$ cat src/rtl/tod_pkg.sv
package tod_pkg;
  parameter int TOD_BYTE_W      = 8;
  parameter int TOD_NBYTES      = 3;
  parameter int TOD_ADDR_W      = 2;
  parameter int TOD_SYNC_STAGES = 2;
  localparam int TOD_COUNT_W    = TOD_BYTE_W * TOD_NBYTES;
  localparam int TOD_IDX_LOW    = 0;
  localparam int TOD_IDX_HIGH   = TOD_NBYTES - 1;
endpackage

$ cat src/rtl/tod_tick_sync.sv
module tod_tick_sync #(
  parameter int SYNC_STAGES = tod_pkg::TOD_SYNC_STAGES
) (
  input  logic clk,
  input  logic rst_n,
  input  logic src_sel,
  input  logic psu_tick,
  input  logic vsync_tick,
  output logic tick_edge
);
  logic                   raw_tick;
  logic [SYNC_STAGES-1:0] chain;
  logic                   prev;

  assign raw_tick = src_sel ? psu_tick : vsync_tick;

  always_ff @(posedge clk) begin
    if (!rst_n) begin
      chain <= '0;
      prev  <= 1'b0;
    end else begin
      chain <= {chain[SYNC_STAGES-2:0], raw_tick};
      prev  <= chain[SYNC_STAGES-1];
    end
  end

  assign tick_edge = chain[SYNC_STAGES-1] & ~prev;
endmodule

$ cat src/rtl/tod_count_core.sv
module tod_count_core #(
  parameter int BYTE_W = tod_pkg::TOD_BYTE_W,
  parameter int NBYTES = tod_pkg::TOD_NBYTES,
  parameter int ADDR_W = tod_pkg::TOD_ADDR_W,
  localparam int CW    = BYTE_W * NBYTES
) (
  input  logic              clk,
  input  logic              rst_n,
  input  logic              tick_edge,
  input  logic              wr_en,
  input  logic [ADDR_W-1:0] wr_idx,
  input  logic [BYTE_W-1:0] wr_data,
  output logic [CW-1:0]     count,
  output logic              halted
);
  logic [CW-1:0] count_nxt;
  logic          halted_nxt;
  logic [NBYTES-1:0] byte_hit;

  for (genvar b = 0; b < NBYTES; b++) begin : g_hit
    assign byte_hit[b] = wr_en && (wr_idx == ADDR_W'(b));
  end

  always_comb begin
    count_nxt  = count;
    halted_nxt = halted;
    if (wr_en) begin
      for (int b = 0; b < NBYTES; b++) begin
        if (byte_hit[b]) count_nxt[b*BYTE_W +: BYTE_W] = wr_data;
      end
      if (byte_hit[NBYTES-1]) halted_nxt = 1'b1;
      if (byte_hit[0])        halted_nxt = 1'b0;
    end else if (tick_edge && !halted) begin
      count_nxt = count + CW'(1);
    end
  end

  always_ff @(posedge clk) begin
    if (!rst_n) begin
      count  <= '0;
      halted <= 1'b0;
    end else begin
      count  <= count_nxt;
      halted <= halted_nxt;
    end
  end
endmodule

$ cat src/rtl/tod_read_latch.sv
module tod_read_latch #(
  parameter int BYTE_W = tod_pkg::TOD_BYTE_W,
  parameter int NBYTES = tod_pkg::TOD_NBYTES,
  parameter int ADDR_W = tod_pkg::TOD_ADDR_W,
  localparam int CW    = BYTE_W * NBYTES
) (
  input  logic              clk,
  input  logic              rst_n,
  input  logic              rd_en,
  input  logic [ADDR_W-1:0] rd_idx,
  input  logic [CW-1:0]     live_count,
  output logic              active,
  output logic [CW-1:0]     snap,
  output logic [BYTE_W-1:0] rd_data
);
  logic              rd_high;
  logic              rd_low;
  logic [CW-1:0]     src;
  logic [BYTE_W-1:0] src_bytes [NBYTES];

  assign rd_high = rd_en && (rd_idx == ADDR_W'(NBYTES-1));
  assign rd_low  = rd_en && (rd_idx == ADDR_W'(0));

  always_ff @(posedge clk) begin
    if (!rst_n) begin
      active <= 1'b0;
      snap   <= '0;
    end else if (!active && rd_high) begin
      active <= 1'b1;
      snap   <= live_count;
    end else if (active && rd_low) begin
      active <= 1'b0;
    end
  end

  assign src = active ? snap : live_count;

  for (genvar b = 0; b < NBYTES; b++) begin : g_split
    assign src_bytes[b] = src[b*BYTE_W +: BYTE_W];
  end

  always_comb begin
    rd_data = '0;
    for (int b = 0; b < NBYTES; b++) begin
      if (rd_idx == ADDR_W'(b)) rd_data = src_bytes[b];
    end
  end
endmodule

$ cat src/rtl/tod_event_counter.sv
module tod_event_counter #(
  parameter int BYTE_W      = tod_pkg::TOD_BYTE_W,
  parameter int NBYTES      = tod_pkg::TOD_NBYTES,
  parameter int ADDR_W      = tod_pkg::TOD_ADDR_W,
  parameter int SYNC_STAGES = tod_pkg::TOD_SYNC_STAGES
) (
  input  logic              clk,
  input  logic              rst_n,
  input  logic              src_sel,
  input  logic              psu_tick,
  input  logic              vsync_tick,
  input  logic              cs,
  input  logic              we,
  input  logic [ADDR_W-1:0] addr,
  input  logic [BYTE_W-1:0] wdata,
  output logic [BYTE_W-1:0] rdata
);
  localparam int CW = BYTE_W * NBYTES;

  logic          tick_edge;
  logic          wr_en;
  logic          rd_en;
  logic [CW-1:0] live_count;
  logic [CW-1:0] snap;
  logic          latch_active;
  logic          halted;

  assign wr_en = cs &  we;
  assign rd_en = cs & ~we;

  tod_tick_sync #(.SYNC_STAGES(SYNC_STAGES)) u_sync (
    .clk(clk), .rst_n(rst_n), .src_sel(src_sel),
    .psu_tick(psu_tick), .vsync_tick(vsync_tick), .tick_edge(tick_edge)
  );

  tod_count_core #(.BYTE_W(BYTE_W), .NBYTES(NBYTES), .ADDR_W(ADDR_W)) u_core (
    .clk(clk), .rst_n(rst_n), .tick_edge(tick_edge), .wr_en(wr_en),
    .wr_idx(addr), .wr_data(wdata), .count(live_count), .halted(halted)
  );

  tod_read_latch #(.BYTE_W(BYTE_W), .NBYTES(NBYTES), .ADDR_W(ADDR_W)) u_latch (
    .clk(clk), .rst_n(rst_n), .rd_en(rd_en), .rd_idx(addr),
    .live_count(live_count), .active(latch_active), .snap(snap), .rd_data(rdata)
  );
endmodule

$ cat config.mk
export PLATFORM = sky130hd
export DESIGN_NAME = tod_event_counter
export DESIGN_NICKNAME = d
export VERILOG_FILES = /design/src/rtl/tod_pkg.sv /design/src/rtl/tod_tick_sync.sv /design/src/rtl/tod_count_core.sv /design/src/rtl/tod_read_latch.sv /design/src/rtl/tod_event_counter.sv
export SDC_FILE = /design/constraint.sdc
export NUM_CORES = 1
export LEC_CHECK = 0
export ABC_AREA = 1
export BUFFER_PORTS_ARGS = -buffer_cell sky130_fd_sc_hd__buf_2
export CAP_MARGIN = 30
export CORE_MARGIN = 10
export CORE_UTILIZATION = 60
export DETAILED_ROUTE_END_ITERATION = 10
export PLACE_DENSITY = 0.79
export SLEW_MARGIN = 15
export SYNTH_ARGS = -nofsm -noshare
export SYNTH_HDL_FRONTEND = slang
export SYNTH_SLANG_ARGS = --single-unit
$ cat constraint.sdc
create_clock -name clk -period 1.6 [get_ports clk]
set_input_delay 0.32 -clock clk [delete_from_list [all_inputs] [get_ports clk]]
set_output_delay 0.32 -clock clk [all_outputs]
set_load 0.05 [all_outputs]
# ---- Word-level counts from Yosys, hierarchy flattened
# Index checks and enable logic that the tools add are counted.
dict set report word_totals {
  ff_bits 53
  latch_bits 0
  mem_bits_rw 0
  rom_bits 0
  inputBits 17
  elab_cells 51
  mem_count 0
}
dict set report classes {
  add_sub_neg 1
  n_mul 0
  div 0
  order_cmp 0
  n_eq_ne 5
  shift 0
  n_mux 14
  n_bitwise 5
  n_reduce_logical 18
}
# op n
set ops {}
lappend ops {{$mux 24} 3}
lappend ops {{$mux 8} 6}
lappend ops {{$add 24x1->24 const B} 1}
lappend ops {{$logic_and 1x1->1} 8}
lappend ops {{$reduce_and 2->1} 4}
lappend ops {{$ne 2x2->1 const B} 3}
lappend ops {{$reduce_bool 2->1} 3}
lappend ops {{$mux 1} 5}
lappend ops {{$and 1x1->1} 3}
lappend ops {{$eq 2x1->1 const B} 1}
lappend ops {{$eq 2x2->1 const B} 1}
lappend ops {{$logic_not 1->1} 2}
lappend ops {{$logic_not 2->1} 1}
lappend ops {{$not 1->1} 2}

# ---- Depth between registers and ports, before layout
# Gate-level depths: netlist of run 1.
dict set report depth {
  ltp_word 6
  ltp_mapped 10
  depth_no_buf 10
}

# ---- Modules after synthesis
# A second synthesis of run 1 with hierarchy kept.
dict set report hier_totals {
  cells_unflattened 525
  hier_area_um2 3269.4
}
# mod instances cells_each area_per_inst_um2 seq_area_each_um2
set by_module_without_submodules {}
lappend by_module_without_submodules {tod_count_core 1 274 1714.1 500.5}
lappend by_module_without_submodules {tod_read_latch 1 233 1433.9 500.5}
lappend by_module_without_submodules {tod_tick_sync 1 14 103.8 60.1}
lappend by_module_without_submodules {tod_event_counter 1 4 17.5 0.0}

# ---- Worst setup path after synthesis of run 1
# Ideal clock, no wire load.
dict set report synth_path {
  path_kind {reg2out}
  from {register u_latch.active}
  to {output port rdata[4]}
  arrival_time_ns 1.610
  required_time_ns 1.280
  setup_slack_ns -0.330
  path_stages_with_launch 5
  path_buffers 2
  path_cell_list {dfxtp_1 -> buf_2 -> clkbuf_1 -> a21oi_1 -> o211ai_1}
}
dict set report synth_between {
  elab_chain_cells 4
}
# element line_no
set synth_lines {}
lappend synth_lines {{from (decl)} tod_read_latch.sv:12} ;# output logic active,
lappend synth_lines {{from (signal assigned)} tod_read_latch.sv:26} ;# active <= 1'b0;
lappend synth_lines {{from (signal assigned)} tod_read_latch.sv:29} ;# active <= 1'b1;
lappend synth_lines {{from (signal assigned)} tod_read_latch.sv:32} ;# active <= 1'b0;
lappend synth_lines {{$mux 24 *} tod_read_latch.sv:36} ;# assign src = active ? snap : live_count;
lappend synth_lines {{$mux 8 (2 in a row)} tod_read_latch.sv:45} ;# if (rd_idx == ADDR_W'(b)) rd_data = src_bytes[b];
lappend synth_lines {{$mux 8 *} tod_read_latch.sv:45}
lappend synth_lines {{to (decl)} tod_event_counter.sv:16} ;# output logic [BYTE_W-1:0] rdata
# Every way passes the cells marked *; elsewhere a longest branch is shown, timed or not.

# ---- Worst setup path after layout of run 1
dict set report layout_path {
  from {register u_latch.active}
  to {output port rdata[1]}
}
# Same word-level chain as after synthesis.

==> results.sh, run 1 <==
export IMPL_synth_edf_count=0
export IMPL_num_rows=26
export IMPL_cpMaxStageDelayCell="dfxtp_4"
export IMPL_setup_violations=8
export IMPL_ys_ff_latch=53
export IMPL_rsz0062_at_grt="yes"
export IMPL_root_buffer="clkbuf_8"
export IMPL_vias_per_cell=5.72
export IMPL_max_freq_mhz=563
export IMPL_insertion_delay_ps=310
export IMPL_synthCells=478
export IMPL_num_io_pins=25
export IMPL_failed_checks="setup timing"
export IMPL_wl_per_cell_um=16.0
export IMPL_post_synth_top_area_fraction_pct=34.4
export IMPL_drive_gt1_share_pct=23.7
export IMPL_htreeDepth=2
export IMPL_cts_clk_slew_worst_paths_ps=100
export IMPL_leakage_nw=1.60
export IMPL_wl_um=9520
export IMPL_cts_sink_count=53
export IMPL_cp_top_family="buffers and inverters"
export IMPL_setup_ws_ps=-177
export IMPL_yosysSeqAreaShare_pct=34.4
export IMPL_remaining_drc_errors=0
export IMPL_status="finished with violations"
export IMPL_drtAntennaViolNets=0
export IMPL_yosysUniqueCellTypes=25
export IMPL_seqPwrFrac_pct=48.2
export IMPL_highest_layer="met4"
export IMPL_finalCritPeriodShare_pct=111
export IMPL_p_comb_share_pct=19.9
export IMPL_whs_ps=201
export IMPL_io_buffers=24
export IMPL_worst_slew_pin_slew_ps=314
export IMPL_die_w_um=91.7
export IMPL_cts_max_path_buffers=2
export IMPL_wl_met3_um=759
export IMPL_wl_met1_um=4220
export IMPL_grt_max_degree=38
export IMPL_gr_total_overflow=0
export IMPL_start_util_pct=61.2
export IMPL_drtIter0Drc=370
export IMPL_final_nets=541
export IMPL_avgSynthCellArea_sq_um=6.46
export IMPL_synth_async_reset_ratio_pct=0
export IMPL_worstSetupEndpointType="output port"
export IMPL_power_density_nw_per_um2=791
export IMPL_synthToLayoutAreaGrowth_pct=23.1
export IMPL_tritoncts="done"
export IMPL_cts_buffers=5
export IMPL_track_usage_pct=21.6
export IMPL_path_cells="clkbuf_16 > a21oi_1 > o21ai_1 > o211ai_1 > buf_4"
export IMPL_path_class="register to output port"
export IMPL_fin_worst_skew_ps=4.03
export IMPL_synth_area_sq_um=3090
export IMPL_crit_buf_inv=2
export IMPL_dr_wl_met2_um=4350
export IMPL_yosysTopAreaCell="dfxtp_1"
export IMPL_core_sq_um=5040
export IMPL_synth_ff_type="dfxtp_1"
export IMPL_dr_pass1_iters=5
export IMPL_vias=3395
export IMPL_yosys_top_cells_area="dfxtp_1, o21ai_0, a21oi_1"
export IMPL_sw_frac_of_total_pct=29.5
export IMPL_yosysMostFrequentCell="o21ai_0"
export IMPL_p_sw_mw=0.886
export IMPL_hpwl_um=6890
export IMPL_ctsHoldBuffers=0
export IMPL_fin_crit_ps=1780
export IMPL_finalHoldViolations=0
export IMPL_antenna_cells=0
export IMPL_p_int_mw=2.12
export IMPL_min_path_type="input pin to register"
export IMPL_routabilityCongestion=0.919
export IMPL_cpPeakStageDelay_ps=400
export IMPL_place_ws_ps=-124
export IMPL_slew_viol_final=0
export IMPL_grt_pass1_vias=3032
export IMPL_p_clk_share_pct=31.9
export IMPL_peakVddDrop_v=0.000379
export IMPL_slew_headroom_pct=79.1
export IMPL_grt_pass1_wl_um=15000
export IMPL_cp_max_fo=6
export IMPL_start_kind="register"
export IMPL_die_area_sq_um=8410
export IMPL_cp_data_arrival_time_ps=1460
export IMPL_antenna_found_initial=0
export IMPL_cp_required_ps=1280
export IMPL_yosysWarnings=0
export IMPL_die_h_um=91.7
export IMPL_post_cts_buffers=0
export IMPL_maxCapViolCount=0
export IMPL_syn_nets=496
export IMPL_synth_common_cells="o21ai_0, a21oi_1, inv_1"
cell usage in the layout (no fill, tap or decap), types with 2 or more instances in the layout:
cell        n
o21ai_1    10
nor2_2      7
buf_12      4
a21oi_1    63
nand4_1    10
inv_1      68
buf_4      35
a211oi_1    2
nor2_4      6
inv_2       3
o21ai_0    63
clkbuf_8    6
dfxtp_1    43
nand2_1    65
a31oi_1     7
clkbuf_16   2
a21oi_2    10
o211ai_1    5
o21ai_2     2
buf_2      16
nand3_2     5
nand3_1    27
buf_6       3
nand2_2     6
dfxtp_2     9
or2_2       2
nor2_1     37
state kept, by name (all words and copies together) (netlist names):
| name | count |
|---|---|
| u_sync.prev | 1 |
| u_core.count | 24 |
| u_latch.snap | 24 |
| u_latch.active | 1 |
| u_sync.chain | 2 |
| u_core.halted | 1 |
routing by layer:
metal | up-vias | GRT usage [%]
li1 | 1668 | -
met1 | 1560 | 29.3
met2 | 149 | 34.5
met3 | 18 | 3.83
met4 | 0 | 5.27
met5 | - | 0
logic make-up after synthesis:
family          synth area share, %
compound gates                 27.4
fa+ha+maj                     0.405
buf+inv                        12.5
flops                          34.4
simple gates                   25.4
power by group through the flow:
| stage | logic, mW | registers [mW] | clock network, mW |
|---|---|---|---|
| final | 0.597 | 1.45 | 0.959 |
| after CTS | 0.560 | 1.44 | 0.960 |
| after floorplan | 0.334 | 1.46 | 0 |
| after global placement | 0.525 | 1.47 | 0 |
| after global routing | 0.653 | 1.46 | 1.01 |
| after detailed placement | 0.538 | 1.47 | 0 |
metrics by stage:
stage | utilization (%) | area, sq um | TNS, ps | total power, mW | instances
final | 75.4 | 3800 | -1050 | 3.01 | 594
after global routing | 75.4 | 3800 | -1480 | 3.12 | 594
after CTS | 73.3 | 3690 | -932 | 2.96 | 592
after detailed placement | 69.8 | 3520 | -767 | 2.01 | 584
after global placement | 69.8 | 3520 | -565 | 1.99 | 584
after floorplan | - | 3140 | -496 | 1.80 | 478
final timing paths:
check | start | end | slack, ps | cells past startpoint
max reg2reg | u_core.count[6] | u_core.count[17] | 160 | 8
min | src_sel | u_sync.chain[0] | 200 | 2
min reg2reg | u_sync.chain[0] | u_sync.chain[1] | 430 | 2
max | u_latch.active | rdata[1] | -180 | 5
what timing repair did:
action	4_1_cts	5_1_grt
gates resized for setup	27	25
pin swaps	1	5
gates cloned	0	2
endpoints found under the setup margin	8	15
layout make-up:
class                           instances  area (sq um)
Clock buffer                            6          82.6
Clock inverter                          2          37.5
Fill cell                             408          1240
Inverter                               72           275
Multi-Input combinational cell        330          1720
Sequential cell                        53          1080
Tap cell                               70          87.6
Timing Repair Buffer                   61           522
No activity file was read; power rests on OpenSTA's default activity.
==> inputs of run 2 (changes only) <==
SKIP_CTS_REPAIR_TIMING = 1   (was unset)
==> results.sh, run 2 (synthesis results as in run 1) <==
export IMPL_cp_required_ps=1280
export IMPL_routabilityCongestion=0.919
export IMPL_num_rows=26
export IMPL_antenna_found_initial=0
export IMPL_cp_data_arrival_time_ps=1460
export IMPL_setup_ws_ps=-177
export IMPL_tritoncts="done"
export IMPL_start_kind="register"
export IMPL_die_area_sq_um=8410
export IMPL_core_sq_um=5040
export IMPL_remaining_drc_errors=0
export IMPL_cts_buffers=5
export IMPL_start_util_pct=61.2
export IMPL_fill_cells=415
export IMPL_cts_max_path_buffers=2
export IMPL_die_h_um=91.7
export IMPL_multi_input_comb_area_sq_um=1690
export IMPL_p_clk_share_pct=32.0
export IMPL_worst_slew_pin_slew_ps=310
export IMPL_io_buffers=24
export IMPL_insertion_delay_ps=310
export IMPL_drtIter0Drc=283
export IMPL_worstSetupEndpointType="output port"
export IMPL_gr_total_overflow=0
export IMPL_fin_crit_ps=1780
export IMPL_grt_max_degree=38
export IMPL_seqPwrFrac_pct=48.4
export IMPL_root_buffer="clkbuf_8"
export IMPL_place_ws_ps=-124
export IMPL_status="finished with violations"
export IMPL_final_nets=541
export IMPL_fin_tns_setup_ps=-1200
export IMPL_peakVddDrop_v=0.000375
export IMPL_cts_clk_slew_worst_paths_ps=100
export IMPL_wl_per_cell_um=15.9
export IMPL_p_sw_mw=0.878
export IMPL_fin_worst_skew_ps=4.41
export IMPL_p_comb_share_pct=19.6
export IMPL_slew_headroom_pct=79.3
export IMPL_wl_um=9420
export IMPL_die_w_um=91.7
export IMPL_dr_pass1_iters=5
export IMPL_final_common_cell="o21ai_0"
export IMPL_cp_max_fo=5
export IMPL_slew_viol_final=0
export IMPL_leakage_nw=1.60
export IMPL_maxCapViolCount=0
export IMPL_grt_util_met3_pct=4.40
export IMPL_track_usage_pct=21.4
export IMPL_grt_use_met1_pct=28.9
export IMPL_grt_use_met2_pct=34.1
export IMPL_num_io_pins=25
export IMPL_rrSetupSlack_ps=150
export IMPL_regArea_sq_um=1070
export IMPL_setup_violations=8
export IMPL_sw_frac_of_total_pct=29.3
export IMPL_synthToLayoutAreaGrowth_pct=22.2
export IMPL_grt_pass1_vias=3028
export IMPL_vias_per_cell=5.69
export IMPL_finalCritPeriodShare_pct=111
export IMPL_rsz0062_at_grt="yes"
export IMPL_finalHoldViolations=0
export IMPL_drive_gt1_share_pct=22.1
export IMPL_top_regs="u_core.count (24), u_latch.snap (24), u_sync.chain (2)"
export IMPL_grt_pass1_wl_um=14900
export IMPL_max_freq_mhz=563
export IMPL_min_path_type="input pin to register"
export IMPL_htreeDepth=2
export IMPL_failed_checks="setup timing"
export IMPL_power_density_nw_per_um2=794
export IMPL_p_int_mw=2.12
export IMPL_path_class="register to output port"
export IMPL_final_cell_mix="o21ai_0, inv_1, a21oi_1"
export IMPL_hpwl_um=6890
export IMPL_cts_sink_count=53
export IMPL_antenna_cells=0
export IMPL_globalRoute_busiestLayer="met2"
export IMPL_drtAntennaViolNets=0
export IMPL_vias=3377
[run 2: critical path: stages (launching register included)]
cell and delay, ps:
dfxtp_1 450, inv_1 120, a21oi_1 140, o21ai_0 150, nand3_2 120, buf_6 160
[run 2: layout make-up]
| type | instances | share of cell area, % |
|---|---|---|
| clock inverter | 2 | 0.995 |
| tap | 70 | 2.32 |
| sequential | 53 | 28.5 |
| clock buffer | 6 | 2.19 |
| timing repair buffer | 61 | 13.8 |
| multi-input combinational | 330 | 44.9 |
| inverter | 72 | 7.30 |
[run 2: per-layer routing]
| layer | share of wire [%] | up-vias |
|---|---|---|
| li1 | - | 1672 |
| met1 | 45 | 1548 |
| met2 | 46 | 139 |
| met3 | 7.6 | 18 |
| met4 | 1.9 | 0 |
| met5 | 0 | - |
[run 2: power groups by stage]
stage / sequential [mW] / clock (mW) / combinational, mW
detailed placement: 1.47 / 0 / 0.538
CTS: 1.44 / 0.960 / 0.541
global placement: 1.47 / 0 / 0.525
finish: 1.45 / 0.960 / 0.587
global route: 1.46 / 1.01 / 0.644
floorplan: 1.46 / 0 / 0.334
[run 2: path summary, 6_finish.rpt]
check | from | end | depth (start not counted)
worst max register to register | u_core.count[11] | u_core.count[13] | 8
worst min register to register | u_sync.chain[0] | u_sync.chain[1] | 2
worst max-delay path | u_core.count[7] | rdata[7] | 5
worst min-delay path | src_sel | u_sync.chain[0] | 2
[run 2: per-stage QoR]
step | hold slack [ps] | cells | power (mW) | instance area [sq um] | util, %
final | 198 | 594 | 2.99 | 3770 | 74.8
after global routing | 193 | 594 | 3.11 | 3770 | 74.8
after CTS | 194 | 592 | 2.94 | 3640 | 72.2
after detailed placement | 404 | 584 | 2.01 | 3520 | 69.8
after global placement | 392 | 584 | 1.99 | 3520 | 69.8
after floorplan | 390 | 478 | 1.80 | 3140 | -
